--- config.mk ---
export PLATFORM = sky130hd
export DESIGN_NAME = usb_rx_fifo_ctl
export DESIGN_NICKNAME = d
export VERILOG_FILES = /design/src/rtl/usb_rxf_pkg.sv /design/src/rtl/rxf_ctl_reg.sv /design/src/rtl/rxf_set_tracker.sv /design/src/rtl/rxf_store.sv /design/src/rtl/usb_rx_fifo_ctl.sv
export SDC_FILE = /design/constraint.sdc
export NUM_CORES = 1
export LEC_CHECK = 0
export ABC_AREA = 1
export BUFFER_PORTS_ARGS = -buffer_cell sky130_fd_sc_hd__buf_2
export CORE_MARGIN = 4
export CORE_UTILIZATION = 35
export CTS_CLUSTER_SIZE = 20
export DETAILED_ROUTE_END_ITERATION = 12
export GPL_TIMING_DRIVEN = 1
export PLACE_DENSITY_LB_ADDON = 0.3
export SYNTH_ARGS = -nofsm -noshare
export SYNTH_HDL_FRONTEND = slang
export SYNTH_HIERARCHICAL = 1
export SYNTH_SLANG_ARGS = --single-unit
--- constraint.sdc ---
create_clock -name clk -period 5.6 [get_ports clk]
set_clock_uncertainty 0.15 [all_clocks]
set_input_delay 0.84 -clock clk [delete_from_list [all_inputs] [get_ports clk]]
set_output_delay 0.84 -clock clk [all_outputs]
set_load 0.005 [all_outputs]
--- src/rtl/usb_rxf_pkg.sv ---
package usb_rxf_pkg;
   localparam int CTL_W         = 8;
   localparam int CTL_FLUSH_BIT = 7;
   localparam int CTL_RDONE_BIT = 4;
   localparam int CTL_ISO_BIT   = 3;

   typedef struct packed {
      logic flush;
      logic rdone;
      logic iso;
   } ctl_state_t;
endpackage

--- src/rtl/rxf_ctl_reg.sv ---
module rxf_ctl_reg
   import usb_rxf_pkg::*;
(
   input  logic             clk,
   input  logic             rst_n,
   input  logic             ctl_wr,
   input  logic [CTL_W-1:0] ctl_wdata,
   output logic             flush_go,
   output logic             rdone_go,
   output logic             iso_mode,
   output logic [CTL_W-1:0] ctl_rdata
);
   ctl_state_t st_q;
   logic       unused_wbits;

   assign unused_wbits = ^{ctl_wdata[6:5], ctl_wdata[2:0]};

   // Command bits live for one cycle; iso is held until rewritten.
   always_ff @(posedge clk or negedge rst_n) begin
      if (!rst_n) begin
         st_q <= '0;
      end else begin
         st_q.flush <= ctl_wr && ctl_wdata[CTL_FLUSH_BIT];
         st_q.rdone <= ctl_wr && ctl_wdata[CTL_RDONE_BIT];
         if (ctl_wr) st_q.iso <= ctl_wdata[CTL_ISO_BIT];
      end
   end

   assign flush_go = st_q.flush;
   assign rdone_go = st_q.rdone;
   assign iso_mode = st_q.iso;

   always_comb begin
      ctl_rdata                = '0;
      ctl_rdata[CTL_FLUSH_BIT] = st_q.flush;
      ctl_rdata[CTL_RDONE_BIT] = st_q.rdone;
      ctl_rdata[CTL_ISO_BIT]   = st_q.iso;
   end

   AST_FLUSH_SELF_CLEAR: assert property (@(posedge clk) disable iff (!rst_n)
      (flush_go && !(ctl_wr && ctl_wdata[CTL_FLUSH_BIT])) |=> !flush_go);
   AST_ISO_FW_ONLY: assert property (@(posedge clk) disable iff (!rst_n)
      !ctl_wr |=> $stable(iso_mode));
endmodule

--- src/rtl/rxf_set_tracker.sv ---
module rxf_set_tracker #(
   parameter int NSETS = 2,
   parameter int DEPTH = 16,
   localparam int SET_W  = (NSETS > 1) ? $clog2(NSETS) : 1,
   localparam int ADDR_W = (DEPTH > 1) ? $clog2(DEPTH) : 1,
   localparam int CNT_W  = $clog2(DEPTH + 1)
) (
   input  logic              clk,
   input  logic              rst_n,
   input  logic              flush_go,
   input  logic              rdone_go,
   input  logic              usb_wr,
   input  logic              usb_commit,
   input  logic              fw_rd,
   output logic              wr_accept,
   output logic [SET_W-1:0]  wr_set,
   output logic [ADDR_W-1:0] wr_addr,
   output logic [SET_W-1:0]  rd_set,
   output logic [ADDR_W-1:0] rd_addr,
   output logic              rd_avail,
   output logic [NSETS-1:0]  set_valid,
   output logic              start_ovf,
   output logic              end_ovf,
   output logic              seq
);
   logic [NSETS-1:0] valid_q;
   logic [CNT_W-1:0] len_q [NSETS];
   logic [SET_W-1:0] wr_set_q, rd_set_q;
   logic [CNT_W-1:0] wr_cnt_q, rd_cnt_q;
   logic             sovf_q, eovf_q, seq_q;

   logic             wr_room, commit_ok, commit_bad, rd_take, rdone_ok;
   logic [CNT_W-1:0] commit_len;

   function automatic logic [SET_W-1:0] next_set(input logic [SET_W-1:0] s);
      return (s == SET_W'(NSETS - 1)) ? '0 : s + 1'b1;
   endfunction

   assign wr_room    = !valid_q[wr_set_q] && (wr_cnt_q < CNT_W'(DEPTH));
   assign wr_accept  = usb_wr && wr_room && !flush_go;
   assign commit_ok  = usb_commit && !valid_q[wr_set_q] && !flush_go;
   assign commit_bad = usb_commit && valid_q[wr_set_q] && !flush_go;
   assign commit_len = wr_cnt_q + CNT_W'(wr_accept);
   assign rd_avail   = valid_q[rd_set_q] && (rd_cnt_q < len_q[rd_set_q]);
   assign rd_take    = fw_rd && rd_avail && !flush_go;
   assign rdone_ok   = rdone_go && !flush_go && !sovf_q && !eovf_q &&
                       valid_q[rd_set_q] && (rd_cnt_q == len_q[rd_set_q]);

   for (genvar i = 0; i < NSETS; i++) begin : g_set
      always_ff @(posedge clk or negedge rst_n) begin
         if (!rst_n) begin
            valid_q[i] <= 1'b0;
            len_q[i]   <= '0;
         end else if (flush_go) begin
            valid_q[i] <= 1'b0;
            len_q[i]   <= '0;
         end else if (commit_ok && (wr_set_q == SET_W'(i))) begin
            valid_q[i] <= 1'b1;
            len_q[i]   <= commit_len;
         end else if (rdone_ok && (rd_set_q == SET_W'(i))) begin
            valid_q[i] <= 1'b0;
         end
      end
   end

   always_ff @(posedge clk or negedge rst_n) begin
      if (!rst_n) begin
         wr_set_q <= '0;
         rd_set_q <= '0;
         wr_cnt_q <= '0;
         rd_cnt_q <= '0;
         sovf_q   <= 1'b0;
         eovf_q   <= 1'b0;
         seq_q    <= 1'b0;
      end else if (flush_go) begin
         wr_set_q <= '0;
         rd_set_q <= '0;
         wr_cnt_q <= '0;
         rd_cnt_q <= '0;
         sovf_q   <= 1'b0;
         eovf_q   <= 1'b0;
      end else begin
         if (usb_wr && !wr_room) sovf_q <= 1'b1;
         if (commit_bad) eovf_q <= 1'b1;
         if (commit_ok) begin
            wr_set_q <= next_set(wr_set_q);
            seq_q    <= ~seq_q;
         end
         if (usb_commit) wr_cnt_q <= '0;
         else if (wr_accept) wr_cnt_q <= wr_cnt_q + 1'b1;
         if (rdone_ok) begin
            rd_set_q <= next_set(rd_set_q);
            rd_cnt_q <= '0;
         end else if (rd_take) begin
            rd_cnt_q <= rd_cnt_q + 1'b1;
         end
      end
   end

   assign wr_set    = wr_set_q;
   assign rd_set    = rd_set_q;
   assign wr_addr   = wr_cnt_q[ADDR_W-1:0];
   assign rd_addr   = rd_cnt_q[ADDR_W-1:0];
   assign set_valid = valid_q;
   assign start_ovf = sovf_q;
   assign end_ovf   = eovf_q;
   assign seq       = seq_q;

   AST_FLUSH_CLEARS: assert property (@(posedge clk) disable iff (!rst_n)
      flush_go |=> (valid_q == '0 && !sovf_q && !eovf_q && wr_cnt_q == '0 && rd_cnt_q == '0));
   AST_FLUSH_KEEPS_SEQ: assert property (@(posedge clk) disable iff (!rst_n)
      flush_go |=> $stable(seq_q));
   AST_RDONE_BLOCKED: assert property (@(posedge clk) disable iff (!rst_n)
      (rdone_go && (sovf_q || eovf_q) && !usb_commit && !flush_go) |=> $stable(valid_q));
   AST_END_OVF_DROP: assert property (@(posedge clk) disable iff (!rst_n)
      (usb_commit && valid_q[wr_set_q] && !flush_go && !rdone_go) |=> (eovf_q && $stable(valid_q)));
endmodule

--- src/rtl/rxf_store.sv ---
module rxf_store #(
   parameter int NSETS  = 2,
   parameter int DEPTH  = 16,
   parameter int DATA_W = 8,
   localparam int SET_W  = (NSETS > 1) ? $clog2(NSETS) : 1,
   localparam int ADDR_W = (DEPTH > 1) ? $clog2(DEPTH) : 1
) (
   input  logic              clk,
   input  logic              wr_en,
   input  logic [SET_W-1:0]  wr_set,
   input  logic [ADDR_W-1:0] wr_addr,
   input  logic [DATA_W-1:0] wr_data,
   input  logic [SET_W-1:0]  rd_set,
   input  logic [ADDR_W-1:0] rd_addr,
   output logic [DATA_W-1:0] rd_data
);
   logic [DATA_W-1:0] bank_rd [NSETS];

   for (genvar s = 0; s < NSETS; s++) begin : g_bank
      logic [DATA_W-1:0] mem [DEPTH];
      always_ff @(posedge clk) begin
         if (wr_en && (wr_set == SET_W'(s))) mem[wr_addr] <= wr_data;
      end
      assign bank_rd[s] = mem[rd_addr];
   end

   assign rd_data = bank_rd[rd_set];
endmodule

--- src/rtl/usb_rx_fifo_ctl.sv ---
module usb_rx_fifo_ctl
   import usb_rxf_pkg::*;
#(
   parameter int DATA_W = 8,
   parameter int DEPTH  = 16,
   parameter int NSETS  = 2,
   localparam int SET_W  = (NSETS > 1) ? $clog2(NSETS) : 1,
   localparam int ADDR_W = (DEPTH > 1) ? $clog2(DEPTH) : 1
) (
   input  logic              clk,
   input  logic              rst_n,
   input  logic              usb_wr,
   input  logic [DATA_W-1:0] usb_wdata,
   input  logic              usb_commit,
   input  logic              fw_rd,
   output logic [DATA_W-1:0] fw_rdata,
   output logic              fw_rd_avail,
   input  logic              ctl_wr,
   input  logic [7:0]        ctl_wdata,
   output logic [7:0]        ctl_rdata,
   output logic              st_empty,
   output logic [NSETS-1:0]  st_set_valid,
   output logic              st_start_ovf,
   output logic              st_end_ovf,
   output logic              st_seq,
   output logic              st_iso
);
   if (NSETS != 2) begin : g_bad_sets
      $error("usb_rx_fifo_ctl: ping-pong scheme needs NSETS == 2");
   end
   if (DEPTH < 2) begin : g_bad_depth
      $error("usb_rx_fifo_ctl: DEPTH must be at least 2");
   end
   if (DATA_W < 1) begin : g_bad_width
      $error("usb_rx_fifo_ctl: DATA_W must be positive");
   end

   logic              flush_go, rdone_go, wr_accept;
   logic [SET_W-1:0]  wr_set, rd_set;
   logic [ADDR_W-1:0] wr_addr, rd_addr;

   rxf_ctl_reg u_ctl (
      .clk       (clk),
      .rst_n     (rst_n),
      .ctl_wr    (ctl_wr),
      .ctl_wdata (ctl_wdata),
      .flush_go  (flush_go),
      .rdone_go  (rdone_go),
      .iso_mode  (st_iso),
      .ctl_rdata (ctl_rdata)
   );

   rxf_set_tracker #(.NSETS(NSETS), .DEPTH(DEPTH)) u_trk (
      .clk        (clk),
      .rst_n      (rst_n),
      .flush_go   (flush_go),
      .rdone_go   (rdone_go),
      .usb_wr     (usb_wr),
      .usb_commit (usb_commit),
      .fw_rd      (fw_rd),
      .wr_accept  (wr_accept),
      .wr_set     (wr_set),
      .wr_addr    (wr_addr),
      .rd_set     (rd_set),
      .rd_addr    (rd_addr),
      .rd_avail   (fw_rd_avail),
      .set_valid  (st_set_valid),
      .start_ovf  (st_start_ovf),
      .end_ovf    (st_end_ovf),
      .seq        (st_seq)
   );

   rxf_store #(.NSETS(NSETS), .DEPTH(DEPTH), .DATA_W(DATA_W)) u_store (
      .clk     (clk),
      .wr_en   (wr_accept),
      .wr_set  (wr_set),
      .wr_addr (wr_addr),
      .wr_data (usb_wdata),
      .rd_set  (rd_set),
      .rd_addr (rd_addr),
      .rd_data (fw_rdata)
   );

   assign st_empty = ~|st_set_valid;

   AST_EMPTY_MATCHES: assert property (@(posedge clk) disable iff (!rst_n)
      fw_rd_avail |-> !st_empty);
endmodule

# After elaboration in Yosys (flattened, before gate mapping)
# Memory sizes are Yosys's and may differ from the RTL's.
# Index checks and enable logic that the tools add are counted.
# word_totals
word_cells,114
register_bits,30
output_inout_bits,24
ram_bits,256
memories,2
latchBits,0
in_bits,22
romBits,0
# classes
n_lt_le_gt_ge,5
multipliers,0
n_eq_ne,1
bitwise,5
reduce_logical,42
n_div,0
addsub,5
shift,0
mux,40
# memory_table
memory,words,width,rd,rd_clocked_by_memory_dff,wr,line_no,rtl
u_store.g_bank[0].mem,16,8,1,0,1,rxf_store.sv:20,logic [DATA_W-1:0] mem [DEPTH];
u_store.g_bank[1].mem,16,8,1,0,1,rxf_store.sv:20,
# op_table
operator,count
two-way mux 5 bit,13
logical AND 1 bit,24
two-way mux 1 bit,24
two-way mux 8 bit,3
nonzero test 2 bit,6
nonzero test 3 bit,4
"adder 5 x 1 -> 5 bit, second input constant",2
zero test 1 bit,6
adder 5 x 1 -> 5 bit,1
== test 5 bit,1
less-than comparator 5 bit,1
"less-than comparator 5 bit, second input constant",1
"less-than comparator 1 x 2 -> 1 bit, second input constant",2
inverter 1 bit,4
"adder 1 bit, second input constant",2
">= comparator 2 bit, second input constant",1
inverter 1 -> 2 bit,1
AND reduction 2 bit,1
OR reduction 2 bit,1

# Longest topological paths before layout
# depth
ltp_word,11
mapped_depth,13
depth_no_buf,12

# By module
# The synthesis kept the hierarchy.
# modules_own_cells
mod,instances,area_each_um2,cells_each,seq_area_each_um2
rxf_store,1,10671.5,932,7687.4
rxf_set_tracker,1,1737.9,217,675.6
rxf_ctl_reg,1,168.9,20,75.1
usb_rx_fifo_ctl,1,3.8,1,0.0

# Worst setup path after synthesis
# Ideal clock, no wire load.
# synth_path
kind,register to output
start,register u_trk.rd_set_q (netlist: u_trk/rd_set)
end,output fw_rd_avail
stages_incl_launch_ff,9
path_slack_ns,3.069
required_ns,4.610
path_buffers,1
arrival_time_ns,1.541
path_cell_list,dfrtp_1 > clkbuf_1 > o21ai_0 > ha_1 > nand2_1 > nor2_1 > nand2_1 > nand2_1 > inv_1
# synth_between
elab_chain_cells,6
elab_cells_between_ends,8
cone_classes,order compare: 1; mux: 5; bitwise: 1; reduce/logical: 1
# synth_rtl
item,line_no,rtl
start: declaration,rxf_set_tracker.sv:28,"logic [SET_W-1:0] wr_set_q, rd_set_q;"
start signal: assignment,rxf_set_tracker.sv:92,rd_set_q <= next_set(rd_set_q);
inverter 1 -> 2 bit (implied by the code),rxf_set_tracker.sv:44,assign rd_avail = valid_q[rd_set_q] && (rd_cnt_q < len_q[rd_set_q]);
two-way mux 5 bit (implied by the code) (3 in a row),rxf_set_tracker.sv:44,
less-than comparator 5 bit,rxf_set_tracker.sv:44,
logical AND 1 bit (*),rxf_set_tracker.sv:44,
end: declaration,usb_rx_fifo_ctl.sv:17,"output logic fw_rd_avail,"
# Every way passes the cells marked *; elsewhere a longest branch is shown, timed or not. The select of a mux whose other input is x is not followed.

# Final worst setup path
# layout_path
start,register u_trk.rd_cnt_q[0]
end,output fw_rdata[4]
# layout_between
elab_chain_cells,4
elab_cells_between_ends,5
cone_classes,mux: 3; memory: 2
# layout_rtl
item,line_no,rtl
start: declaration,rxf_set_tracker.sv:29,"logic [CNT_W-1:0] wr_cnt_q, rd_cnt_q;"
start signal: assignment,rxf_set_tracker.sv:95,rd_cnt_q <= rd_cnt_q + 1'b1;
memory read (16 x 8 bit),n/a,
two-way mux 8 bit (implied by the code) (*) (3 in a row),rxf_store.sv:27,assign rd_data = bank_rd[rd_set];
end: declaration,usb_rx_fifo_ctl.sv:16,"output logic [DATA_W-1:0] fw_rdata,"
# Marked as above.

==> flow_summary_export.csv <==
group,metric,value,unit
run,maxCapViolCount,0,
logic_synthesis,yosysSeqAreaShare,67.06,%
clock_tree,cts_tree,"built",
critical_path,critPathLaunch,"u_trk/rd_cnt_q[0]",
logic_synthesis,yosys-top-cells-count,"nand2_1 (441), edfxtp_1 (256), nand3_1 (211)",
floorplan,fp.dieW,197.6,um
floorplan,initial_utilization,35.46,%
clock_tree,cts_buffers,29,
routing,routedWlPerCell,17.20,um
critical_path,r2r_cells,7,
floorplan,dieHeight,197.6,um
logic_synthesis,yosysMostFrequentCell,"nand2_1",
sta,post-route-period-util,77.09,%
power_and_ir_drop,powerDensity,399.2,nW/um^2
place,port_buffers,35,
logic_synthesis,syn_area,12580,sq um
clock_tree,post_cts_resized,0,
sta,fin_crit,4317,ps
logic_synthesis,yosys.area.top_type,"edfxtp_1",
place,dp_hpwl,16650,um
clock_tree,post_cts_buffers,0,
logic_synthesis,syn_area_per_cell,10.75,sq um
finish,seqCellArea,8443,sq um
clock_tree,cts.sinks,286,
logic_synthesis,async_flop_share,10.49,%
finish,fillers,3422,
floorplan,num_rows,69,
critical_path,crit_buf_inv,4,
sta,hold_violations,0,
sta,tightest_slew,1086,ps
power_and_ir_drop,ir_drop,0.2536,mV
routing,firstDrtPassIters,6,
sta,maxSlewViolCount,0,
clock_tree,insertion_delay,550,ps
logic_synthesis,synth_top_area_share,61.10,%
critical_path,r2r-start,"u_trk/wr_set",
critical_path,start_kind,"flop",
critical_path,crit_family,"buffers and inverters",
logic_synthesis,synth-warning-count,6,
global_route,grt_pass1_vias,7804,
global_route,antenna_found_initial,0,
clock_tree,cts_max_path_buffers,3,
sta,slew_headroom,27.31,%
critical_path,required,4610,ps
logic_synthesis,synth_enable_flop_cells,256,
floorplan,die-area,39050,sq um
logic_synthesis,synth_top_flop_cell,"edfxtp_1",
global_route,grt_usage,14.37,%
routing,vias_per_cell,4.892,
finish,nets,1206,
sta,grt_setup_unrepaired,"no",
clock_tree,holdBufCountCts,0,
global_route,grt_first_pass_wirelength,44340,um
critical_path,crit_slowest_cell,"buf_4",
finish,drive_above_1_share,9.683,%
routing,routed_wl,28530,um
logic_synthesis,ys_ff_latch,286,
critical_path,rr_endpoint,"u_store/g_bank[0].mem[8][0]",
routing,vias,8115,
routing,drc,0,
critical_path,worstPathCellList,"clkinv_2 -> buf_4 -> buf_4 -> nand2_1 -> nand3_1 -> nand3_1 -> nand2_1 -> nand2_1 -> nand2_1 -> nand2_1 -> nand2_1 -> buf_2",
critical_path,r2r_setup_slack,2380,ps
sta,fmax,231.7,MHz
floorplan,core,35480,sq um
clock_tree,htreeDepth,1,
finish,n_antenna_cell,0,
critical_path,critPathMaxFanout,71,
critical_path,end_kind,"output pin",
worst_hold_path,min_path_type,"primary input to asynchronous set/reset pin",
critical_path,crit_top_cell,"nand2_1",
critical_path,critPathKind,"flop to output pin",
clock_tree,clk_pin_slew_worst_paths,70,ps
sta,hold_slack,190.7,ps
routing,ant_nets,0,
clock_tree,root_buffer,"clkbuf_16",
power_and_ir_drop,power,5.501,mW
logic_synthesis,synth_cell_types,30,
finish,area_growth,9.527,%
floorplan,io_pins,46,
global_route,overflow,0,
sta,finalSetupTns,0,ps
critical_path,arrival,3330,ps
place,gp_congestion,0.8468,
routing,drt-initial-drc-count,633,
sta,setup_violations,0,
finish,multi_input_area,3427,sq um
critical_path,max_stage_delay,640,ps
logic_synthesis,synthCells,1170,
logic_synthesis,synth.area.top_cells,"edfxtp_1 (61%), nand2_1 (13%), nand3_1 (8.4%)",
power_and_ir_drop,leakage,5.249,nW
global_route,grt_max_degree,72,
status,status,"completed",
-- through the flow --
| stage | setup WS (ps) | util (%) | std cells | cell area, sq um |
|---|---|---|---|---|
| finish | 1283 | 38.84 | 1659 | 13780 |
| global route | 1015 | 38.84 | 1659 | 13780 |
| CTS | 1220 | 38.84 | 1659 | 13780 |
| detailed placement | 1811 | 36.25 | 1605 | 12860 |
| global placement | 1824 | 36.25 | 1605 | 12860 |
| floorplan | 3069 | - | 1174 | 12600 |
-- sequential cells by signal, summed over array words and instances, names as in the netlist, 2 cells and up --
| register | flops |
|---|---|
| u_trk/set_valid | 2 |
| u_trk/wr_cnt_q | 5 |
| u_trk/len_q | 10 |
| u_store/g_bank.mem | 256 |
| u_trk/rd_cnt_q | 5 |
-- power by group --
part,switching (mW),internal [mW]
logic,0.832,0.367
clock network,0.808,1.03
registers,0.0730,2.39
-- layer usage --
metal  track usage [%]  vias up  share of wire [%]
met2             23.11      242                 46
met1             20.59     3878                 45
met5                 0        -                  0
met4             3.366        0                1.6
met3             2.405       31                6.9
li1                  -     3964                  -
-- worst max-delay path by stage --
stage,slack (ps),to,depth (start not counted)
final,1280,fw_rdata[4],12
after global routing,1010,fw_rdata[3],12
after CTS,1220,fw_rdata[4],12
after detailed placement,1810,fw_rdata[4],12
after global placement,1820,fw_rdata[0],12
after floorplan,3070,fw_rd_avail,8
-- layout make-up --
cell class                      count  area share, %
Clock inverter                     18         0.8262
Multi-Input combinational cell    771          24.87
Timing Repair Buffer               44          1.761
Inverter                           43          1.253
Clock buffer                       36          5.838
Tap cell                          461          4.186
Sequential cell                   286          61.27
-- kinds of logic (layout without fill, tap and decap cells) --
family / Yosys count / in the layout / share of synthesized area (%)
fa+ha+maj: 9 / 9 / 0.8950
buf+inv: 117 / 141 / 5.817
simple gates: 725 / 725 / 24.66
compound gates: 27 / 27 / 1.183
xor+xnor: 5 / 5 / 0.3481
other cells: 1 / 5 / 0.02980
flops: 286 / 286 / 67.06
-- cells in the final DEF (no fill, tap or decap), drive strengths merged --
cell type | Yosys | routed
xnor2 | 2 | 2
xor2 | 3 | 3
o21ai | 15 | 15
nand2 | 449 | 449
a21oi | 11 | 11
o21a | 1 | 1
clkinv | 0 | 15
clkbuf | 9 | 36
clkinvlp | 0 | 2
nor3 | 1 | 1
nand3 | 214 | 214
conb | 1 | 5
dfrtp | 30 | 30
ha | 9 | 9
nand4 | 1 | 1
buf | 65 | 44
nor2 | 60 | 60
inv | 43 | 44
edfxtp | 256 | 256
(Power assumes the default switching activity.)
